<file path="src/rtl/segx_pkg.sv">
package segx_pkg;
  localparam int SEG_ID_W = 3;

  typedef enum logic [SEG_ID_W-1:0] {
    SEG_ES = 3'd0,
    SEG_CS = 3'd1,
    SEG_SS = 3'd2,
    SEG_DS = 3'd3,
    SEG_FS = 3'd4,
    SEG_GS = 3'd5
  } segId_e;

  typedef struct packed {
    logic load;      // capture the sum into the result register
    logic zeroBase;  // treat the selected base as zero
    logic wrap32;    // 32-bit arithmetic, upper half cleared
  } segxCtl_t;
endpackage

</file>
<file path="src/rtl/segx_dp.sv">
module segx_dp
  import segx_pkg::*;
#(
  parameter int ADDR_W  = 64,
  parameter int LEG_W   = 32,
  parameter int NUM_SEG = 6
) (
  input  logic                      clk,
  input  logic                      rstN,
  input  logic [SEG_ID_W-1:0]       segId,
  input  logic [ADDR_W-1:0]         effAddr,
  input  logic [NUM_SEG*ADDR_W-1:0] segBaseFlat,
  input  logic [NUM_SEG*LEG_W-1:0]  segLimitFlat,
  input  logic [NUM_SEG-1:0]        segNull,
  input  segxCtl_t                  ctl,
  output logic                      selNull,
  output logic                      overLimit,
  output logic [ADDR_W-1:0]         linAddr
);
  localparam int IDX_W = $clog2(NUM_SEG);

  logic [ADDR_W-1:0] baseArr  [NUM_SEG];
  logic [LEG_W-1:0]  limitArr [NUM_SEG];

  for (genvar i = 0; i < NUM_SEG; i++) begin : g_unpack
    assign baseArr[i]  = segBaseFlat[i*ADDR_W +: ADDR_W];
    assign limitArr[i] = segLimitFlat[i*LEG_W +: LEG_W];
  end

  logic [IDX_W-1:0]  selIdx;
  logic [ADDR_W-1:0] selBase;
  logic [LEG_W-1:0]  selLimit;
  logic [LEG_W-1:0]  legSum;
  logic [ADDR_W-1:0] wideSum;
  logic [ADDR_W-1:0] nextAddr;

  always_comb begin
    if (segId < SEG_ID_W'(NUM_SEG)) selIdx = IDX_W'(segId);
    else                            selIdx = '0;
  end

  assign selBase   = ctl.zeroBase ? '0 : baseArr[selIdx];
  assign selLimit  = limitArr[selIdx];
  assign selNull   = segNull[selIdx];
  assign overLimit = effAddr[LEG_W-1:0] > selLimit;

  assign legSum  = selBase[LEG_W-1:0] + effAddr[LEG_W-1:0];
  assign wideSum = selBase + effAddr;

  always_comb begin
    if (ctl.wrap32) nextAddr = {{(ADDR_W-LEG_W){1'b0}}, legSum};
    else            nextAddr = wideSum;
  end

  always_ff @(posedge clk) begin
    if (!rstN)         linAddr <= '0;
    else if (ctl.load) linAddr <= nextAddr;
    else               linAddr <= '0;
  end
endmodule

</file>
<file path="src/rtl/segx_ctrl.sv">
module segx_ctrl
  import segx_pkg::*;
#(
  parameter int NUM_SEG = 6
) (
  input  logic                clk,
  input  logic                rstN,
  input  logic                reqValid,
  input  logic                mode64,
  input  logic [SEG_ID_W-1:0] segId,
  input  logic                selNull,
  input  logic                overLimit,
  output segxCtl_t            ctl,
  output logic                addrValid,
  output logic                gpFault
);
  logic idOk;
  logic isThreadSeg;
  logic faultNow;

  assign idOk        = segId < SEG_ID_W'(NUM_SEG);
  assign isThreadSeg = (segId == SEG_FS) || (segId == SEG_GS);
  assign faultNow    = reqValid && (!idOk || (!mode64 && (selNull || overLimit)));

  always_comb begin
    ctl.load     = reqValid && !faultNow;
    ctl.zeroBase = mode64 && !isThreadSeg;
    ctl.wrap32   = !mode64;
  end

  always_ff @(posedge clk) begin
    if (!rstN) begin
      addrValid <= 1'b0;
      gpFault   <= 1'b0;
    end else begin
      addrValid <= ctl.load;
      gpFault   <= faultNow;
    end
  end

  assert_exclusive_R9: assert property (@(posedge clk) disable iff (!rstN)
    !(addrValid && gpFault));

  assert_one_cycle_R8: assert property (@(posedge clk) disable iff (!rstN)
    reqValid |=> (addrValid || gpFault));

  assert_idle_quiet_R8: assert property (@(posedge clk) disable iff (!rstN)
    !reqValid |=> (!addrValid && !gpFault));

  assert_bad_id_R10: assert property (@(posedge clk) disable iff (!rstN)
    (reqValid && segId >= SEG_ID_W'(NUM_SEG)) |=> gpFault);
endmodule

</file>
<file path="src/rtl/segXlate.sv">
module segXlate
  import segx_pkg::*;
#(
  parameter int ADDR_W  = 64,
  parameter int LEG_W   = 32,
  parameter int NUM_SEG = 6
) (
  input  logic                      clk,
  input  logic                      rstN,
  input  logic                      reqValid,
  input  logic                      mode64,
  input  logic [SEG_ID_W-1:0]       reqSeg,
  input  logic [ADDR_W-1:0]         effAddr,
  input  logic [NUM_SEG*ADDR_W-1:0] segBaseFlat,
  input  logic [NUM_SEG*LEG_W-1:0]  segLimitFlat,
  input  logic [NUM_SEG-1:0]        segNull,
  output logic [ADDR_W-1:0]         linAddr,
  output logic                      addrValid,
  output logic                      gpFault
);
  segxCtl_t ctl;
  logic     selNull;
  logic     overLimit;

  segx_ctrl #(.NUM_SEG(NUM_SEG)) u_ctrl (
    .clk(clk), .rstN(rstN), .reqValid(reqValid), .mode64(mode64),
    .segId(reqSeg), .selNull(selNull), .overLimit(overLimit),
    .ctl(ctl), .addrValid(addrValid), .gpFault(gpFault)
  );

  segx_dp #(.ADDR_W(ADDR_W), .LEG_W(LEG_W), .NUM_SEG(NUM_SEG)) u_dp (
    .clk(clk), .rstN(rstN), .segId(reqSeg), .effAddr(effAddr),
    .segBaseFlat(segBaseFlat), .segLimitFlat(segLimitFlat), .segNull(segNull),
    .ctl(ctl), .selNull(selNull), .overLimit(overLimit), .linAddr(linAddr)
  );

  assert_null_faults_R3: assert property (@(posedge clk) disable iff (!rstN)
    (reqValid && !mode64 && selNull) |=> gpFault);

  assert_upper_clear_R1: assert property (@(posedge clk) disable iff (!rstN)
    (reqValid && !mode64) |=> (linAddr[ADDR_W-1:LEG_W] == '0));

  assert_addr_zero_R9: assert property (@(posedge clk) disable iff (!rstN)
    !addrValid |-> (linAddr == '0));
endmodule

</file>
<file path="config.mk">
export PLATFORM = sky130hd
export DESIGN_NAME = segXlate
export DESIGN_NICKNAME = d
export VERILOG_FILES = /design/src/rtl/segx_pkg.sv /design/src/rtl/segx_dp.sv /design/src/rtl/segx_ctrl.sv /design/src/rtl/segXlate.sv
export SDC_FILE = /design/constraint.sdc
export NUM_CORES = 1
export LEC_CHECK = 0
export ABC_AREA = 1
export BUFFER_PORTS_ARGS = -buffer_cell sky130_fd_sc_hd__buf_2
export CAP_MARGIN = 30
export CORE_AREA = 10 10 270 272
export DETAILED_ROUTE_END_ITERATION = 12
export DIE_AREA = 0 0 280 282
export MAX_ROUTING_LAYER = met4
export PLACE_DENSITY = 0.52
export RECOVER_POWER = 100
export SLEW_MARGIN = 20
export SYNTH_ARGS = -nofsm -noshare
export SYNTH_HDL_FRONTEND = slang
export SYNTH_SLANG_ARGS = --single-unit
export TNS_END_PERCENT = 50
</file>
<file path="constraint.sdc">
create_clock -name clk -period 4.1 [get_ports clk]
set_clock_uncertainty 0.1 [all_clocks]
set_input_delay 0.205 -clock clk [delete_from_list [all_inputs] [get_ports clk]]
set_output_delay 0.205 -clock clk [all_outputs]
set_load 0.03 [all_outputs]
</file>
==> impl_metrics.env <==
export IMPL_setup_viol=0
export IMPL_synth_seq_cells=66
export IMPL_cts_num_sinks=66
export IMPL_syn_area_sq_um=12500
export IMPL_drive_above_1_share=0.273
export IMPL_synth_edf_count=0
export IMPL_max_slew_margin=0.363
export IMPL_dp_slack_ns=0.0388
export IMPL_status="complete, no violations"
export IMPL_first_global_vias=18600
export IMPL_start_util=0.185
export IMPL_cts_tree="done"
export IMPL_async_reset_ff_frac=0
export IMPL_synth_cell_types=45
export IMPL_ys_seq_area_frac=0.106
export IMPL_die_y_um=282
export IMPL_hold_path_class="input pin to flop"
export IMPL_postRouteAntennaNets=0
export IMPL_synth_top_flop_cell="dfxtp_1"
export IMPL_synth_warnings=0
export IMPL_pin_count=719
export IMPL_nFillCells=8060
export IMPL_maxClockFrequency_mhz=267
export IMPL_hold_viol_final=0
export IMPL_postCtsHoldBufs=0
export IMPL_min_period_ns=3.74
export IMPL_final_cell_mix="797 x nand2_1, 651 x buf_2, 356 x a21oi_1"
export IMPL_gp_congestion=1.03
export IMPL_irDropWorstVdd_v=0.000222
export IMPL_rows=96
export IMPL_wl_mm=99.6
export IMPL_tns_ns=0
export IMPL_firstDrtPassIters=8
export IMPL_grt_total_usage=0.248
export IMPL_antenna_found_initial=39
export IMPL_path_clk_slew_ns=0.06
export IMPL_critical_path_class="input pin to flop"
export IMPL_startpoint_type="input pin"
export IMPL_grt_overflow_total=0
export IMPL_placedInstanceArea_sq_um=17400
export IMPL_dp_cells=3875
export IMPL_worst_slack_ns=0.361
export IMPL_tightest_slew_ns=0.953
export IMPL_grt_pass1_wl_mm=137
export IMPL_drc=0
export IMPL_cts_root_buffer="clkbuf_16"
export IMPL_dieArea_sq_um=79000
export IMPL_fin_nets=3753
export IMPL_fin_area_sq_um=17700
export IMPL_port_buffers=718
export IMPL_core_area_sq_um=67700
export IMPL_cts_buffer_depth=2
export IMPL_post_cts_resized=0
export IMPL_h_tree_depth=3
export IMPL_hp_start="effAddr[0]"
export IMPL_crit_path_end_kind="flop"
export IMPL_post_dp_hpwl_mm=88.3
export IMPL_syn_inst=2320
export IMPL_area_growth_pct=41.4
export IMPL_numCtsBuffers=9
export IMPL_finalPower_w=0.00437
export IMPL_grt_max_degree=90
export IMPL_fin_crit_sh=0.912
export IMPL_power_leakage_nw=9.03
export IMPL_vias=18700
export IMPL_cellPowerDensity_nw_per_um2=247
export IMPL_wire_per_inst_um=25.4
export IMPL_setup_worst_path_start="reqSeg[1]"
export IMPL_crit_fanout=57
export IMPL_cts_setup_buffers=0
export IMPL_dieWidth_um=280
export IMPL_routed_via_density=4.78
export IMPL_max_cap_viol_count=0
export IMPL_regArea_sq_um=1320
export IMPL_avgSynthCellArea_sq_um=5.39
export IMPL_worstPathRequired_ns=4.25
export IMPL_instances_no_fill=3919
export IMPL_multi_input_area_sq_um=9810
export IMPL_worstPathArrival_ns=3.89
export IMPL_drv_slew=0
export IMPL_synth_fp_nets=3069
export IMPL_final_common_cell="nand2_1"
export IMPL_drt_iter0_markers=1543
export IMPL_rsz0062_at_grt="false"
-- layer usage --
layer / vias to the layer above / track usage / part of all wire
met5: - / - / 0
met4: 0 / 0.0531 / 0.024
met3: 113 / 0.0595 / 0.088
met2: 991 / 0.427 / 0.48
met1: 8540 / 0.289 / 0.41
li1: 9092 / - / -
-- Yosys cell counts, drive strengths merged, types with 2 or more instances --
| cell type | n | area (sq um) |
|---|---|---|
| nand2 | 827 | 3200 |
| a21oi | 359 | 1810 |
| nor2 | 230 | 988 |
| inv | 214 | 803 |
| nand3 | 113 | 591 |
| ha | 95 | 1190 |
| buf | 73 | 388 |
| nor3 | 73 | 385 |
| dfxtp | 66 | 1320 |
| a221oi | 62 | 543 |
| o21ai | 60 | 300 |
| clkbuf | 44 | 165 |
| a22oi | 32 | 240 |
| xnor2 | 29 | 254 |
| nand4 | 11 | 68.8 |
| a31oi | 5 | 31.3 |
| nor4 | 4 | 52.6 |
| o21bai | 4 | 30.0 |
| a21boi | 3 | 22.5 |
| a21o | 3 | 22.5 |
| o21a | 3 | 22.5 |
| nand3b | 2 | 15.0 |
-- area by class of cell --
class                   instances  share of cell area
well taps                     882              0.0624
multi-input cells            1922               0.555
clock buffers                  10              0.0135
diodes                         29             0.00410
repair buffers                790               0.239
inverters                     215              0.0461
flip-flops and latches         66              0.0747
clock inverters                 5             0.00580
-- state kept, by name, indices dropped and copies added (netlist names) --
signal            count
u_dp.linAddr         64
u_ctrl.addrValid      1
u_ctrl.gpFault        1
-- final timing paths --
check,endpoint,slack (ns),cells after the start
worst max-delay path,u_dp.linAddr[34]$_SDFF_PN0_,0.36,21
worst min-delay path,u_dp.linAddr[0]$_SDFF_PN0_,0.12,4
-- per-stage QoR --
stage	utilization	hold slack, ns
final	0.261	0.118
after global placement	0.257	0.492
after global routing	0.261	0.146
after detailed placement	0.257	0.516
after floorplan	-	0.269
after CTS	0.262	0.104
-- logic make-up (layout without fill, tap and decap cells) --
group / count (synthesis) / in the layout / share of synthesized area
AO/OA/AOI/OAI: 535 / 535 / 0.244
other: 0 / 29 / 0
AND/OR/NAND/NOR: 1261 / 1261 / 0.424
flip-flops: 66 / 66 / 0.106
buffers and inverters: 332 / 1020 / 0.109
XOR/XNOR: 30 / 30 / 0.0210
adder cells (fa/ha/maj): 96 / 96 / 0.0966
-- critical path, cell delays in order --
cell     delay (ns)
buf_2          0.15
nand2_1        0.22
nand2_8        0.13
inv_6          0.09
buf_12         0.23
nand2_1        0.09
nand3_1        0.15
a21oi_1        0.09
nor3_1         0.53
ha_1           0.41
a21oi_1        0.26
o21ai_0        0.18
nand2_1        0.09
nand2_1        0.08
inv_1          0.06
nand2_1        0.08
a21oi_1        0.12
nand2_1        0.18
nand2_1        0.11
nand2_1        0.05
nor2_1         0.29
-- where the power goes --
part | leakage [nW] | internal (W) | switching (W)
registers | 0.537 | 0.000681 | 0.0000154
logic | 8.33 | 0.000943 | 0.00177
clock network | 0.165 | 0.000606 | 0.000352
total | 9.03 | 0.00223 | 0.00214
Power figures use the tool's default switching activity.
